### config.mk
export PLATFORM = sky130hd
export DESIGN_NAME = ycc420_packer
export DESIGN_NICKNAME = d
export VERILOG_FILES = /design/src/rtl/ycc420_pkg.sv /design/src/rtl/ycc420_pair_builder.sv /design/src/rtl/ycc420_field_pack.sv /design/src/rtl/ycc420_out_stage.sv /design/src/rtl/ycc420_packer.sv
export SDC_FILE = /design/constraint.sdc
export NUM_CORES = 1
export LEC_CHECK = 0
export ABC_CLOCK_PERIOD_IN_PS = 2700
export BUFFER_PORTS_ARGS = -buffer_cell sky130_fd_sc_hd__buf_2
export CAP_MARGIN = 20
export CORE_MARGIN = 3
export CORE_UTILIZATION = 45
export CTS_CLUSTER_DIAMETER = 40
export DETAILED_ROUTE_END_ITERATION = 10
export GPL_TIMING_DRIVEN = 0
export PLACE_DENSITY = 0.75
export SLEW_MARGIN = 0
export SYNTH_ARGS = -nofsm -noshare
export SYNTH_HDL_FRONTEND = slang
export SYNTH_SLANG_ARGS = --single-unit
### constraint.sdc
create_clock -name clk -period 2.7 [get_ports clk]
set_clock_uncertainty 0.1 [all_clocks]
set_input_delay 0.405 -clock clk [delete_from_list [all_inputs] [get_ports clk]]
set_output_delay 0.405 -clock clk [all_outputs]
set_load 0.1 [all_outputs]
### src/rtl/ycc420_pkg.sv
package ycc420_pkg;

    localparam int COMP_W  = 16;
    localparam int WORD_W  = 3 * COMP_W;
    localparam int N_DEPTH = 4;

    typedef enum logic [1:0] {
        DEPTH_8  = 2'd0,
        DEPTH_10 = 2'd1,
        DEPTH_12 = 2'd2,
        DEPTH_16 = 2'd3
    } depth_e;

    typedef struct packed {
        logic [COMP_W-1:0] y;
        logic [COMP_W-1:0] cb;
        logic [COMP_W-1:0] cr;
        logic              sof;
        logic              eol;
    } pixel_t;

    typedef struct packed {
        logic [COMP_W-1:0] c;
        logic [COMP_W-1:0] ya;
        logic [COMP_W-1:0] yb;
        logic              sol;
        logic              sof;
    } pair_t;

    function automatic int depth_bits(input int code);
        case (code)
            0:       return 8;
            1:       return 10;
            2:       return 12;
            default: return COMP_W;
        endcase
    endfunction

endpackage

### src/rtl/ycc420_pair_builder.sv
module ycc420_pair_builder
    import ycc420_pkg::*;
(
    input  logic   clk,
    input  logic   rst,
    input  logic   acc,
    input  pixel_t pix,
    output logic   emit,
    output pair_t  pair,
    output logic   err_odd
);

    logic              have_q;
    logic              line_cr_q;
    logic              sol_pend_q;
    logic [COMP_W-1:0] ya_q;
    logic [COMP_W-1:0] c_q;
    logic              sol_q;
    logic              sof_q;
    logic              err_q;

    logic              cur_cr;
    logic [COMP_W-1:0] cur_c;

    always_comb begin
        cur_cr = pix.sof ? 1'b0 : line_cr_q;
        cur_c  = cur_cr ? pix.cr : pix.cb;
        emit   = acc && (have_q || pix.eol);
        if (have_q) begin
            pair.c   = c_q;
            pair.ya  = ya_q;
            pair.yb  = pix.y;
            pair.sol = sol_q;
            pair.sof = sof_q;
        end else begin
            pair.c   = cur_c;
            pair.ya  = pix.y;
            pair.yb  = '0;
            pair.sol = sol_pend_q || pix.sof;
            pair.sof = pix.sof;
        end
    end

    always_ff @(posedge clk) begin
        if (rst) begin
            have_q     <= 1'b0;
            line_cr_q  <= 1'b0;
            sol_pend_q <= 1'b1;
            err_q      <= 1'b0;
            ya_q       <= '0;
            c_q        <= '0;
            sol_q      <= 1'b0;
            sof_q      <= 1'b0;
        end else if (acc) begin
            if (!have_q) begin
                if (pix.eol) begin
                    err_q      <= 1'b1;
                    line_cr_q  <= !cur_cr;
                    sol_pend_q <= 1'b1;
                end else begin
                    have_q     <= 1'b1;
                    ya_q       <= pix.y;
                    c_q        <= cur_c;
                    sol_q      <= sol_pend_q || pix.sof;
                    sof_q      <= pix.sof;
                    line_cr_q  <= cur_cr;
                    sol_pend_q <= 1'b0;
                end
            end else begin
                have_q <= 1'b0;
                if (pix.eol) begin
                    line_cr_q  <= !line_cr_q;
                    sol_pend_q <= 1'b1;
                end
            end
        end
    end

    assign err_odd = err_q;

    // the odd-line flag never clears without reset
    a_r8_err_sticky: assert property (@(posedge clk) disable iff (rst)
        err_odd |=> err_odd);

endmodule

### src/rtl/ycc420_field_pack.sv
module ycc420_field_pack
    import ycc420_pkg::*;
(
    input  depth_e             depth,
    input  pair_t              pair,
    output logic [WORD_W-1:0]  word
);

    logic [WORD_W-1:0] cand [N_DEPTH];

    for (genvar g = 0; g < N_DEPTH; g++) begin : g_depth
        localparam int W = depth_bits(g);
        assign cand[g] = WORD_W'({pair.c[W-1:0], pair.ya[W-1:0], pair.yb[W-1:0]});
    end

    assign word = cand[depth];

endmodule

### src/rtl/ycc420_out_stage.sv
module ycc420_out_stage
    import ycc420_pkg::*;
(
    input  logic              clk,
    input  logic              rst,
    input  logic              load,
    input  logic [WORD_W-1:0] word,
    input  logic              sol,
    input  logic              sof,
    input  logic              out_ready,
    output logic              out_valid,
    output logic [WORD_W-1:0] out_data,
    output logic              out_sol,
    output logic              out_sof,
    output logic              slot_free
);

    assign slot_free = !out_valid || out_ready;

    always_ff @(posedge clk) begin
        if (rst) begin
            out_valid <= 1'b0;
            out_data  <= '0;
            out_sol   <= 1'b0;
            out_sof   <= 1'b0;
        end else if (load) begin
            out_valid <= 1'b1;
            out_data  <= word;
            out_sol   <= sol;
            out_sof   <= sof;
        end else if (out_ready) begin
            out_valid <= 1'b0;
        end
    end

    // a stalled word is held unchanged
    a_r9_hold_stable: assert property (@(posedge clk) disable iff (rst)
        out_valid && !out_ready |=> out_valid && $stable(out_data)
                                    && $stable(out_sol) && $stable(out_sof));

endmodule

### src/rtl/ycc420_packer.sv
module ycc420_packer
    import ycc420_pkg::*;
(
    input  logic              clk,
    input  logic              rst,
    input  logic [1:0]        cfg_depth,
    input  logic              in_valid,
    output logic              in_ready,
    input  logic [COMP_W-1:0] in_y,
    input  logic [COMP_W-1:0] in_cb,
    input  logic [COMP_W-1:0] in_cr,
    input  logic              in_sof,
    input  logic              in_eol,
    output logic              out_valid,
    input  logic              out_ready,
    output logic [WORD_W-1:0] out_data,
    output logic              out_sol,
    output logic              out_sof,
    output logic              err_odd
);

    pixel_t            pix;
    pair_t             pair;
    logic              emit;
    logic              acc;
    logic              slot_free;
    logic [WORD_W-1:0] word;

    assign pix      = '{y: in_y, cb: in_cb, cr: in_cr, sof: in_sof, eol: in_eol};
    assign in_ready = slot_free;
    assign acc      = in_valid && slot_free;

    ycc420_pair_builder i_builder (
        .clk     (clk),
        .rst     (rst),
        .acc     (acc),
        .pix     (pix),
        .emit    (emit),
        .pair    (pair),
        .err_odd (err_odd)
    );

    ycc420_field_pack i_pack (
        .depth (depth_e'(cfg_depth)),
        .pair  (pair),
        .word  (word)
    );

    ycc420_out_stage i_out (
        .clk       (clk),
        .rst       (rst),
        .load      (emit),
        .word      (word),
        .sol       (pair.sol),
        .sof       (pair.sof),
        .out_ready (out_ready),
        .out_valid (out_valid),
        .out_data  (out_data),
        .out_sol   (out_sol),
        .out_sof   (out_sof),
        .slot_free (slot_free)
    );

    // a frame's first word is also a line's first word
    a_r7_sof_has_sol: assert property (@(posedge clk) disable iff (rst)
        out_valid && out_sof |-> out_sol);

    // nothing above the selected packed width
    a_r2_upper_zero: assert property (@(posedge clk) disable iff (rst)
        out_valid |-> (out_data >> (3 * depth_bits(int'(cfg_depth)))) == '0);

endmodule

==> metrics.md <==
| Metric | Value |
|---|---|
| Status | completed |
| First-pass GRT wire length | 23400 µm |
| Slew HR | 48.8% |
| Layout cell share with drive strength beyond 1 | around 27% |
| Startpoint types | register |
| Leakage power | 2.25 nW |
| Tcrit/Tclk final | between 90% and 100% |
| Largest Register | i_out.out_data |
| Worst slew pin tran | 0.768 ns |
| Synth warnings | 0 |
| Post-Syn Area per Cell | just under 9 µm² |
| Multi-input logic area | ~0.0025 mm² |
| P_int | slightly below 0.002 W |
| ANT cells | 0 |
| Number of global-route vias before repair | around 4300 |
| Chip Width | about 110 µm |
| Final critical-path required period | 2.46 ns |
| Clk pwr share | between 20% and 30% |
| Pins Over Slew Limit | 0 |
| Via density per instance | 6.02 |
| FMAX | 407 MHz |
| Initial antenna violation count | 0 |
| Synth Flop Type | dfxtp_1 |
| Leading area contributor after synthesis | dfxtp_1 |
| Top flop regs | i_out.out_data: 48 flops, i_builder.c_q: 16 flops, i_builder.ya_q: 16 flops |
| Row count | 35 |
| Clock root cell | clkbuf_8 |
| Critical path data required time | between 2 and 3 ns |
| Final WL | 15200 µm |
| Mapped cell area | approximately 0.0044 mm² |
| Register Area | between 0.0015 and 0.002 mm² |
| Drt pass-1 iters | 7 |
| Clock buffer depth | 2 |
| Cts hold-fix bufs | 0 |
| Net Sw Power | 0.00121 W |
| Dpl hpwl | 11300 µm |
| Arrival @ worst endpoint | 2.65 ns |
| Total global routing overflow | 0 |
| Placed cell area | 0.00513 mm² |
| Worst VDD drop | between 300 and 400 µV |
| Top post-synthesis cells by area | dfxtp_1 40%, mux4_2 7.1%, mux2i_1 7.0%, nand2_1 5.8%, a21oi_1 4.4% |
| Synthesized instance count | around 500 |
| Synth cell types | 49 |
| Ratio of total power to cell area | ~600 mW/mm² |
| Post-DRT Antenna Nets | 0 |
| PortBufs | between 100 and 150 |
| Max FFs per register | 48 |
| Worst-skew pair later-pin latency | around 0.37 ns |
| Starting Density | about 47% |
| Met1 wire length | approximately 6500 µm |
| Gr usage total | a little over a quarter |
| Switching Share | a little under two fifths |
| Fillers | ~870 |
| Final Cell Area | between 0.005 and 0.006 mm² |
| Post-synth top area share | 40.1% |
| Crit end category | register |
| Post-Route Setup TNS | 0 ns |
| Drt first-iter violations | around 330 |
| PnR Total Power | between 0.003 and 0.004 W |
| GP Congestion | about 0.96 |
| Min-Delay Path Class | input pin to register |
| Die Ht | 105 µm |
| Final-report setup violation count | 0 |
| Post-CTS setup buffer count | 0 |
| Cts bufs inserted | 9 |
| # IOs | 109 |
| Clk sinks | between 80 and 90 |
| Top sig layer | met4 |
| Layout Nets | approximately 670 |
| Ys async rst share | 0% |
| CTS tree | yes |
| Fin. Hold Viols | 0 |
| Synth Register Bits | just under 90 |
| Gate power share | between 20% and 30% |
| CTS HTree Levels | 3 |
| # DRC | 0 |
| # resized after CTS | 0 |
| WL met3 | roughly 1300 µm |
| Most frequent cells in the layout | 116 x buf_2, 88 x dfxtp_1, 69 x nand2_1 |
| RSZ-0062 raised after global routing | false |
| Clock transition at path regs | around 0.09 ns |
| Crit Path Class | register to register |
| Hold slack | 0.199 ns |
| Seq pwr share | approximately 45% |
| Sequential fraction of the synthesis area | about 40% |
| CP max FO | 10 |
| Maximum capacitance violations | 0 |
| Core footprint | 0.00942 mm² |
| Most common cell after layout, fill and taps aside | buf_2 |
| Via count | 4499 |
| Largest net degree at the start of global routing | 16 |
| Layout area overhead | 19.4% |
| Met2 WL | 6980 µm |
| EDFF count, synth | 0 |
| Die Area | approximately 0.011 mm² |
| Syn Nets | between 500 and 600 |
| Routed len/inst | around 20 µm |
[Yosys cell counts (3+ instances only)]
cell and count:
dfxtp_1 89, nand2_1 69, nor2_1 49, a21oi_1 39, mux2i_1 31, clkbuf_1 27, nor3_1 18, a22o_1 15
o21ai_0 15, a211oi_1 14, mux4_2 14, buf_2 12, o221ai_1 11, mux2_2 10, nand2b_1 7, o211ai_1 7
a311oi_1 5, nand3_1 5, a22oi_1 4, inv_1 4, nand4_1 4, a211o_1 3, a221o_1 3, and2_1 3
and3b_1 3, nor2b_1 3, o311ai_0 3
[path summary, 6_finish.rpt]
path	startpoint	to	slack, ns	cells after the start
worst max-delay path	i_out.out_valid$_SDFFE_PP0P_	i_builder.ya_q[6]$_SDFFE_PP0P_	0.24	6
worst min-delay path	in_sof	i_builder.sof_q$_SDFFE_PP0P_	0.20	3
worst max register to register	i_out.out_valid$_SDFFE_PP0P_	i_builder.ya_q[6]$_SDFFE_PP0P_	0.24	6
worst min register to register	i_out.out_sol$_SDFFE_PP0P_	i_out.out_sol$_SDFFE_PP0P_	0.35	2
[metrics by stage]
step	utilization [%]	std cells	setup WS, ns
after detailed placement	54.5	730	0.172
after global placement	54.4	729	0.217
after global routing	56.4	747	0.131
after floorplan	-	497	0.140
after CTS	56.4	746	0.309
final	56.4	747	0.242
[area by class of cell]
| cell class | count | share of cell area, % |
|---|---|---|
| well taps | 129 | 3.04 |
| plain buffers | 43 | 3.60 |
| multi-input cells | 359 | 46.1 |
| clock inverters | 6 | 0.848 |
| flip-flops and latches | 89 | 33.6 |
| inverters | 6 | 0.448 |
| repair buffers | 105 | 9.94 |
| clock buffers | 10 | 2.40 |
[kinds of logic (layout without fill, tap and decap cells)]
kind of cell / Yosys count / count (layout) / share of synthesized area (%)
AOI/OAI and AO/OA: 133 / 133 / 21.0
buffers and inverters: 49 / 170 / 4.81
DFF: 89 / 89 / 40.1
muxes: 56 / 56 / 16.9
and+or+nand+nor: 170 / 170 / 17.1
[routing by layer]
layer | GRT usage, % | vias to the layer above
met5 | 0 | -
met4 | 10.5 | 0
met3 | 5.08 | 29
met2 | 42.9 | 239
met1 | 36.4 | 2174
li1 | - | 2057
[critical path, stage by stage, from the launching register on]
cell and delay [ns]:
dfxtp_2 0.33, nor2b_1 0.40, clkinv_2 0.25, nand3_1 0.40
clkbuf_1 0.61, nand2_1 0.13, a21oi_1 0.17
[power by group through the flow]
stage	Clock, W	Combinational [W]	Sequential (W)
CTS	0.000846	0.000891	0.00144
global placement	0	0.000879	0.00146
floorplan	0	0.000373	0.00175
finish	0.000844	0.000900	0.00144
detailed placement	0	0.000888	0.00147
global route	0.000914	0.000947	0.00145
(Power assumes the default switching activity.)
